<file path="config.mk">
export PLATFORM = sky130hd
export DESIGN_NAME = qpsk_sample_mod
export DESIGN_NICKNAME = d
export VERILOG_FILES = /design/src/rtl/qpsk_mod_pkg.sv /design/src/rtl/qpsk_trig_rom.sv /design/src/rtl/qpsk_dibit_pack.sv /design/src/rtl/qpsk_wave_gen.sv /design/src/rtl/qpsk_sample_mod.sv
export SDC_FILE = /design/constraint.sdc
export NUM_CORES = 1
export LEC_CHECK = 0
export ABC_AREA = 0
export BUFFER_PORTS_ARGS = -buffer_cell sky130_fd_sc_hd__buf_2
export CAP_MARGIN = 10
export CORE_ASPECT_RATIO = 1.1
export CORE_MARGIN = 4
export CORE_UTILIZATION = 25
export CTS_CLUSTER_DIAMETER = 150
export DETAILED_ROUTE_END_ITERATION = 16
export GPL_ROUTABILITY_DRIVEN = 1
export PLACE_DENSITY_LB_ADDON = 0.3
export SETUP_SLACK_MARGIN = 0.1
export SYNTH_ARGS = -nofsm -noshare
export SYNTH_HDL_FRONTEND = slang
export SYNTH_SLANG_ARGS = --single-unit
</file>
<file path="constraint.sdc">
create_clock -name clk -period 6.45 [get_ports clk]
set_clock_uncertainty 0.05 [all_clocks]
set_input_delay 0.645 -clock clk [delete_from_list [all_inputs] [get_ports clk]]
set_output_delay 0.645 -clock clk [all_outputs]
set_load 0.02 [all_outputs]
</file>
<file path="src/rtl/qpsk_mod_pkg.sv">
package qpsk_mod_pkg;

  typedef logic [1:0] dibit_t;

  localparam real TWO_PI = 6.283185307179586;

  // Scaled, rounded (half away from zero) cos or sin of one table step
  function automatic int trig_q(input int k, input int n, input int shift, input bit want_sin);
    real ang;
    real v;
    ang = TWO_PI * real'(k) / real'(n);
    v   = (want_sin ? $sin(ang) : $cos(ang)) * (2.0 ** shift);
    if (v >= 0.0) return $rtoi(v + 0.5);
    else          return -$rtoi(-v + 0.5);
  endfunction

endpackage

</file>
<file path="src/rtl/qpsk_trig_rom.sv">
module qpsk_trig_rom #(
  parameter int SAMP_W    = 16,
  parameter int SYM_LEN   = 100,
  parameter int AMP_SHIFT = 14,
  localparam int IDX_W    = $clog2(SYM_LEN)
) (
  input  logic [IDX_W-1:0]         idx,
  output logic signed [SAMP_W-1:0] cos_val,
  output logic signed [SAMP_W-1:0] sin_val
);

  logic signed [SAMP_W-1:0] cos_tab [SYM_LEN];
  logic signed [SAMP_W-1:0] sin_tab [SYM_LEN];

  for (genvar g = 0; g < SYM_LEN; g++) begin : g_tab
    assign cos_tab[g] = SAMP_W'(qpsk_mod_pkg::trig_q(g, SYM_LEN, AMP_SHIFT, 1'b0));
    assign sin_tab[g] = SAMP_W'(qpsk_mod_pkg::trig_q(g, SYM_LEN, AMP_SHIFT, 1'b1));
  end

  assign cos_val = cos_tab[idx];
  assign sin_val = sin_tab[idx];

endmodule

</file>
<file path="src/rtl/qpsk_dibit_pack.sv">
module qpsk_dibit_pack
  import qpsk_mod_pkg::*;
(
  input  logic   clk,
  input  logic   rst,
  input  logic   bit_valid,
  input  logic   bit_data,
  output logic   bit_ready,
  output logic   dibit_vld,
  output dibit_t dibit,
  input  logic   dibit_take
);

  logic half_q;
  logic first_q;

  assign bit_ready = !dibit_vld;

  always_ff @(posedge clk) begin
    if (rst) begin
      half_q    <= 1'b0;
      first_q   <= 1'b0;
      dibit_vld <= 1'b0;
      dibit     <= '0;
    end else begin
      if (dibit_take) dibit_vld <= 1'b0;
      if (bit_valid && bit_ready) begin
        if (half_q) begin
          dibit     <= {first_q, bit_data};
          dibit_vld <= 1'b1;
          half_q    <= 1'b0;
        end else begin
          first_q <= bit_data;
          half_q  <= 1'b1;
        end
      end
    end
  end

endmodule

</file>
<file path="src/rtl/qpsk_wave_gen.sv">
module qpsk_wave_gen
  import qpsk_mod_pkg::*;
#(
  parameter int SAMP_W   = 16,
  parameter int SYM_LEN  = 100,
  localparam int IDX_W   = $clog2(SYM_LEN)
) (
  input  logic                     clk,
  input  logic                     rst,
  input  logic                     dibit_vld,
  input  dibit_t                   dibit,
  output logic                     dibit_take,
  output logic [IDX_W-1:0]         idx,
  input  logic signed [SAMP_W-1:0] cos_val,
  input  logic signed [SAMP_W-1:0] sin_val,
  output logic                     samp_valid,
  output logic signed [SAMP_W-1:0] samp_data,
  input  logic                     samp_ready
);

  logic   act_q;
  dibit_t cur_q;
  logic   adv;
  logic   last;
  logic signed [SAMP_W:0] i_term;
  logic signed [SAMP_W:0] q_term;
  logic signed [SAMP_W:0] sum;

  assign adv        = !samp_valid || samp_ready;
  assign last       = (idx == IDX_W'(SYM_LEN - 1));
  assign dibit_take = dibit_vld && (!act_q || (adv && last));

  always_comb begin
    i_term = cur_q[0] ? -{cos_val[SAMP_W-1], cos_val} : {cos_val[SAMP_W-1], cos_val};
    q_term = (cur_q[1] ^ cur_q[0]) ? {sin_val[SAMP_W-1], sin_val} : -{sin_val[SAMP_W-1], sin_val};
    sum    = i_term - q_term;
  end

  always_ff @(posedge clk) begin
    if (rst) begin
      idx        <= '0;
      act_q      <= 1'b0;
      cur_q      <= '0;
      samp_valid <= 1'b0;
      samp_data  <= '0;
    end else begin
      if (adv) begin
        samp_valid <= act_q;
        if (act_q) samp_data <= sum[SAMP_W-1:0];
      end
      if (act_q && adv) begin
        if (last) begin
          idx   <= '0;
          act_q <= dibit_vld;
        end else begin
          idx <= idx + 1'b1;
        end
      end else if (!act_q && dibit_vld) begin
        act_q <= 1'b1;
        idx   <= '0;
      end
      if (dibit_take) cur_q <= dibit;
    end
  end

endmodule

</file>
<file path="src/rtl/qpsk_sample_mod.sv">
module qpsk_sample_mod
  import qpsk_mod_pkg::*;
#(
  parameter int SAMP_W    = 16,
  parameter int SYM_LEN   = 100,
  parameter int AMP_SHIFT = 14
) (
  input  logic                     clk,
  input  logic                     rst,
  input  logic                     bit_valid,
  input  logic                     bit_data,
  output logic                     bit_ready,
  output logic                     samp_valid,
  output logic signed [SAMP_W-1:0] samp_data,
  input  logic                     samp_ready
);

  localparam int IDX_W = $clog2(SYM_LEN);

  logic                     dibit_vld;
  dibit_t                   dibit;
  logic                     dibit_take;
  logic [IDX_W-1:0]         idx;
  logic signed [SAMP_W-1:0] cos_val;
  logic signed [SAMP_W-1:0] sin_val;

  qpsk_dibit_pack u_pack (
    .clk        (clk),
    .rst        (rst),
    .bit_valid  (bit_valid),
    .bit_data   (bit_data),
    .bit_ready  (bit_ready),
    .dibit_vld  (dibit_vld),
    .dibit      (dibit),
    .dibit_take (dibit_take)
  );

  qpsk_trig_rom #(.SAMP_W(SAMP_W), .SYM_LEN(SYM_LEN), .AMP_SHIFT(AMP_SHIFT)) u_rom (
    .idx     (idx),
    .cos_val (cos_val),
    .sin_val (sin_val)
  );

  qpsk_wave_gen #(.SAMP_W(SAMP_W), .SYM_LEN(SYM_LEN)) u_gen (
    .clk        (clk),
    .rst        (rst),
    .dibit_vld  (dibit_vld),
    .dibit      (dibit),
    .dibit_take (dibit_take),
    .idx        (idx),
    .cos_val    (cos_val),
    .sin_val    (sin_val),
    .samp_valid (samp_valid),
    .samp_data  (samp_data),
    .samp_ready (samp_ready)
  );

endmodule

</file>
Word level (Yosys, flattened, before mapping) --
Memories as Yosys holds them, arrays and structs flattened. Index checks and enable logic that the tools add are counted. Widths: inputs -> output; s select.
Cells by class: $add $sub $neg 4, muxes and demuxes 16, reductions and logical operators 15, magnitude comparators 1, bitwise gates (word level) 3, equality and inequality tests 2
Operators with widths (count):
- $mux 16 | 6
- $neg 16->16 | 2
- $mux 7 | 3
- $sub 16x16->16 | 1
- $ge 8x8->1 const B | 1
- $not 7->8 | 1
- $reduce_and 2->1 | 4
- $add 7x1->7 const B | 1
- $eq 7x7->1 const B | 1
- $mux 1 | 7
- $logic_and 1x1->1 | 5
- $logic_not 1->1 | 3
- $logic_or 1x1->1 | 2
- $ne 2x1->1 const B | 1
- $reduce_bool 2->1 | 1
- $not 1->1 | 1
- $xor 1x1->1 | 1
Word-level totals: memories 2, bits of input ports 5, word-level logic and storage cells 52, ROM bits 4096, output and inout port bits 18, register bits 32
Memory list:
- (name not given) | words 128, bits a word 16, rd ports 1, clocked after memory_dff 0, wr ports 0, RTL line qpsk_trig_rom.sv:20 | assign cos_val = cos_tab[idx];
- (name not given) | words 128, bits a word 16, rd ports 1, clocked after memory_dff 0, wr ports 0, RTL line qpsk_trig_rom.sv:21 | assign sin_val = sin_tab[idx];

Longest topological paths before layout --
depth after elaboration 8, depth in mapped cells 26, gate-level depth less buffers 22

By module --
Synthesis repeated with hierarchy kept, for this count alone.
Unflattened totals: cell total of the unflattened synthesis 979, area total of the unflattened synthesis 6562.5 um2
By module, submodules not included:
- qpsk_trig_rom | area each 3882.5 um2, times used 1, cells an instance 641
- qpsk_wave_gen | area each 2486.1 um2, times used 1, cells an instance 320
- qpsk_dibit_pack | area each 193.9 um2, times used 1, cells an instance 18

Least setup slack after synthesis --
No wires, ideal clock.
path kind register -> register, start point reg u_gen.idx[0], end point reg u_gen.samp_data[14], data required time 6.342 ns, stages on the path, launching flop included 25, slack 1.312 ns, clock period less this slack 5.138 ns, buffers on the path 4, arrival 5.030 ns, setup time 0.058 ns, path through dfxtp_1 -> buf_2 -> buf_2 -> inv_1 -> ha_1 -> buf_2 -> clkbuf_1 -> nor2_1 -> o32ai_1 -> o21ai_0 -> o31ai_1 -> or2_2 -> inv_1 -> ha_1 -> mux2_2 -> fa_1 -> a21o_1 -> a21oi_1 -> o21bai_1 -> a211oi_1 -> nor3_1 -> nor3_1 -> o31ai_1 -> nor4b_1 -> a211o_1
On the way: longest elaborated chain between the ends 7
Ends and longest elaborated chain:
- start, declared | RTL line qpsk_wave_gen.sv:13 | output logic [IDX_W-1:0] idx,
- start signal, assigned | RTL line qpsk_wave_gen.sv:56 | idx <= idx + 1'b1;
- $not 7->8 (not written as such) * | RTL line qpsk_trig_rom.sv:20, qpsk_trig_rom.sv:21
- $mem_v2 128x16, on equally long branches
- $mux 16, on equally long branches (2 in series) | RTL line qpsk_trig_rom.sv:20, qpsk_trig_rom.sv:21
- $neg 16->16, on equally long branches | RTL line qpsk_wave_gen.sv:34, qpsk_wave_gen.sv:35
- $mux 16, on equally long branches | RTL line qpsk_wave_gen.sv:34, qpsk_wave_gen.sv:35
- $sub 16x16->16 * | RTL line qpsk_wave_gen.sv:36 | sum = i_term - q_term;
- end signal, assigned | RTL line qpsk_wave_gen.sv:49 | if (act_q) samp_data <= sum[SAMP_W-1:0];
- end, declared | RTL line qpsk_wave_gen.sv:17 | output logic signed [SAMP_W-1:0] samp_data,
Every way passes the cells marked *; elsewhere a longest branch is shown, timed or not. The select of a mux whose other input is x is not followed. A chain may end at the register's enable or synchronous reset.

Worst setup path after layout --
start point reg u_gen.idx[0], end point reg u_gen.samp_data[15]
Same word-level chain as after synthesis.

==> flow_metrics.env <==
export IMPL_fmaxAchievable_mhz=170
export IMPL_rows=62
export IMPL_status="completed"
export IMPL_routabilityCongestion=1.03
export IMPL_cpPeakStageDelay_ns=0.88
export IMPL_hpwl_um=23600
export IMPL_synth_cell_type_count=89
export IMPL_drv_slew=0
export IMPL_seq_area_um2=648
export IMPL_core_mm2=0.0261
export IMPL_drtIter0Drc=1209
export IMPL_start_util=0.253
export IMPL_syn_to_final_growth_pct=10.3
export IMPL_peakVddDrop_mv=0.0987
export IMPL_holdWs_ns=0.393
export IMPL_final_antenna_net_count=0
export IMPL_endpoint_kind="flip-flop"
export IMPL_ios=23
export IMPL_busiest_layer="met2"
export IMPL_drive_above_1_share=0.128
export IMPL_drc=0
export IMPL_grt_usage=0.219
export IMPL_nNetsFinal=976
export IMPL_power_density_mw_per_mm2=111
export IMPL_firstDrtPassIters=6
export IMPL_gr_usage_met1=0.279
export IMPL_arrival_ns=6.03
export IMPL_whs_endpoint="u_gen.samp_data[10]$_SDFFE_PP0P_"
export IMPL_insertion_delay_ns=0.29
export IMPL_critPathSlowestCell="o311ai_0"
export IMPL_worstRegToRegCells=19
export IMPL_setup_viol=0
export IMPL_cts_hold_buf=0
export IMPL_p_leak_nw=2.60
export IMPL_cts_path_max_buffers=2
export IMPL_cts_root_buf="clkbuf_16"
export IMPL_path_max_fanout=10
export IMPL_cp_start_kind="flip-flop"
export IMPL_antenna_cells=0
export IMPL_dieArea_mm2=0.0290
export IMPL_cts_buffers=5
export IMPL_path_cells="inv_1 -> ha_1 -> nor2b_1 -> nor3_1 -> o311ai_0 -> buf_4 -> a32o_1 -> nand4bb_1 -> or2_2 -> o21ai_0 -> xor2_1 -> ha_1 -> or3_1 -> a211oi_1 -> o41ai_1 -> nor3_1 -> o211a_1 -> o21ai_0 -> o2111ai_1"
export IMPL_synth_compound_area_frac=0.356
export IMPL_whs_path_depth=2
export IMPL_synth_seq_area_share=0.0972
export IMPL_design_area_mm2=0.00726
export IMPL_drv_cap=0
export IMPL_grt_pass1_vias=7483
export IMPL_synthMuxAreaShare=0.0625
export IMPL_syn_num_nets=992
export IMPL_critical_path_class="reg2reg"
export IMPL_synth_warnings=0
export IMPL_timing_final_ws_setup_ns=0.579
export IMPL_maxSlewHeadroom=0.333
export IMPL_grt_max_degree=68
export IMPL_synth_edff_count=0
export IMPL_synthAdderAreaFrac=0.0714
export IMPL_cts_tree="yes"
export IMPL_reg2reg_from="u_gen.idx[0]$_SDFFE_PP0P_"
export IMPL_synth_top_family_by_area="compound AO/OA/AOI/OAI gates"
export IMPL_portBuffers=22
export IMPL_routedWlPerCell_um=25.3
export IMPL_synth_avg_cell_area_um2=6.93
export IMPL_antenna_found_initial=0
export IMPL_hp_start="u_gen.samp_data[10]$_SDFFE_PP0P_"
export IMPL_yosys_top_cells_area="dfxtp_1 (9.7%), ha_1 (6.8%), a21oi_1 (6.1%)"
export IMPL_grt_pass1_wl_um=48700
export IMPL_multi_input_area_mm2=0.00540
export IMPL_drt_wl_total_um=32600
export IMPL_clkTransAtPathRegs_ns=0.06
export IMPL_synthCells=950
export IMPL_cp_required_ns=6.61
export IMPL_fillers=2925
export IMPL_synth_simple_area_share=0.274
export IMPL_vias_per_cell=6.29
export IMPL_grt_setup_unrepaired="no"
export IMPL_setup_tns_ns=0
export IMPL_yosysTopAreaCellShare=0.0972
export IMPL_yosysTopAreaCell="dfxtp_1"
export IMPL_grt_use_met3=0.0603
export IMPL_clock_sinks=32
export IMPL_synthesis_area_mm2=0.00659
export IMPL_globalRouteMet2Util=0.327
export IMPL_dpl_cell_area_mm2=0.00709
export IMPL_layout_min_cycle_time_ns=5.87
export IMPL_dr_total_vias=8099
export IMPL_ys_flop_type="dfxtp_1"
export IMPL_die_y_um=178
export IMPL_finalPower_mw=0.806
export IMPL_cts_max_level=2
export IMPL_worstMarginPinSlew_ns=0.987
export IMPL_min_path_type="reg2reg"
export IMPL_async_reset_ff_frac=0
export IMPL_fin_crit_sh=0.910
export IMPL_die_width_um=163
export IMPL_pre_cts_ws_ns=0.628
export IMPL_rrSetupSlack_ns=0.58
export IMPL_synth_seq_cells=32
export IMPL_grt_ovfl_total=0
export IMPL_timing_rr_end="u_gen.samp_data[15]$_SDFFE_PP0P_"
export IMPL_hold_viol_final=0
export IMPL_synth_xor_area_share=0.0532
==> repair_timing <==
| item | in CTS | in global routing |
|---|---|---|
| setup buffers | 0 | 0 |
| endpoints found under the setup margin | 0 | 1 |
| gates resized for setup | 0 | 2 |
==> state kept, by name (all words and copies together) (netlist names) <==
signal / cells
u_pack.dibit_vld: 1
u_pack.dibit: 2
u_gen.cur_q: 2
u_gen.samp_data: 16
u_gen.act_q: 1
u_pack.first_q: 1
u_pack.half_q: 1
u_gen.idx: 7
u_gen.samp_valid: 1
==> cells in the final DEF (no fill, tap or decap), drive strengths merged, types with 31 or more instances in the layout <==
cell,netlist,layout
nor2,58,58
xnor2,32,32
ha,36,36
dfxtp,32,32
a21oi,80,80
o21ai,68,68
nand2,87,87
nor2b,31,31
buf,51,71
nor3,35,35
nand2b,31,31
==> cell type report <==
type	instances	area share
Clock buffer	5	0.0172
Clock inverter	3	0.00586
Inverter	22	0.0114
Multi-Input combinational cell	802	0.743
Sequential cell	32	0.0892
Tap cell	352	0.0606
Timing Repair Buffer	71	0.0727
==> worst max path at each step <==
stage | endpoint | slack [ns] | start | cells after the start
3_5_place_dp | u_gen.samp_data[15]$_SDFFE_PP0P_ | 0.63 | u_gen.idx[0]$_SDFFE_PP0P_ | 20
2_1_floorplan | u_gen.samp_data[14]$_SDFFE_PP0P_ | 1.31 | u_gen.idx[0]$_SDFFE_PP0P_ | 24
6_report | u_gen.samp_data[15]$_SDFFE_PP0P_ | 0.58 | u_gen.idx[0]$_SDFFE_PP0P_ | 19
3_3_place_gp | u_gen.samp_data[15]$_SDFFE_PP0P_ | 0.52 | u_gen.idx[0]$_SDFFE_PP0P_ | 20
4_1_cts | u_gen.samp_data[15]$_SDFFE_PP0P_ | 0.60 | u_gen.idx[0]$_SDFFE_PP0P_ | 19
5_1_grt | u_gen.samp_data[15]$_SDFFE_PP0P_ | 0.34 | u_gen.idx[0]$_SDFFE_PP0P_ | 19
==> worst max-delay path: cells and delay by family (launching register included) <==
| kind | cells | cell delay (ns) |
|---|---|---|
| AO/OA/AOI/OAI | 8 | 2.29 |
| adder cells (fa/ha/maj) | 2 | 0.64 |
| XOR/XNOR | 1 | 0.10 |
| flip-flops | 1 | 0.31 |
| AND/OR/NAND/NOR | 6 | 1.88 |
| buffers and inverters | 2 | 0.49 |
==> logic make-up after synthesis <==
group | count (synthesis)
adder cells (fa/ha/maj) | 37
buffers and inverters | 116
multiplexers | 31
AND/OR/NAND/NOR | 351
flip-flops | 32
AO/OA/AOI/OAI | 343
XOR/XNOR | 40
==> Yosys cell counts (9+ instances only) <==
cell type	number
nand2_1	86
a21oi_1	80
o21ai_0	66
nor2_1	58
clkbuf_1	42
ha_1	36
nor3_1	35
dfxtp_1	32
xnor2_1	32
nand2b_1	31
nor2b_1	31
buf_2	28
nand3_1	28
a211oi_1	20
a31oi_1	20
inv_1	20
mux2i_1	16
o311ai_0	13
o31ai_1	13
o211ai_1	12
a311oi_1	11
or2_2	11
or3_1	11
and2_1	10
and3_1	10
o21a_1	10
buf_1	9
==> per-stage QoR <==
stage,std cells,utilization
after global routing,1287,0.279
after detailed placement,1279,0.272
after floorplan,950,-
after CTS,1287,0.278
after global placement,1279,0.272
final,1287,0.279
==> power by group <==
| group | internal, mW | switching (mW) | total [mW] |
|---|---|---|---|
| registers | 0.206 | 0.00494 | 0.211 |
| logic | 0.133 | 0.185 | 0.318 |
| clock network | 0.181 | 0.0956 | 0.277 |
==> layer usage <==
metal,vias up,part of all wire
met5,-,0
met3,205,0.12
li1,3545,-
met2,626,0.42
met1,3723,0.38
met4,0,0.077
(Power assumes the default switching activity.)
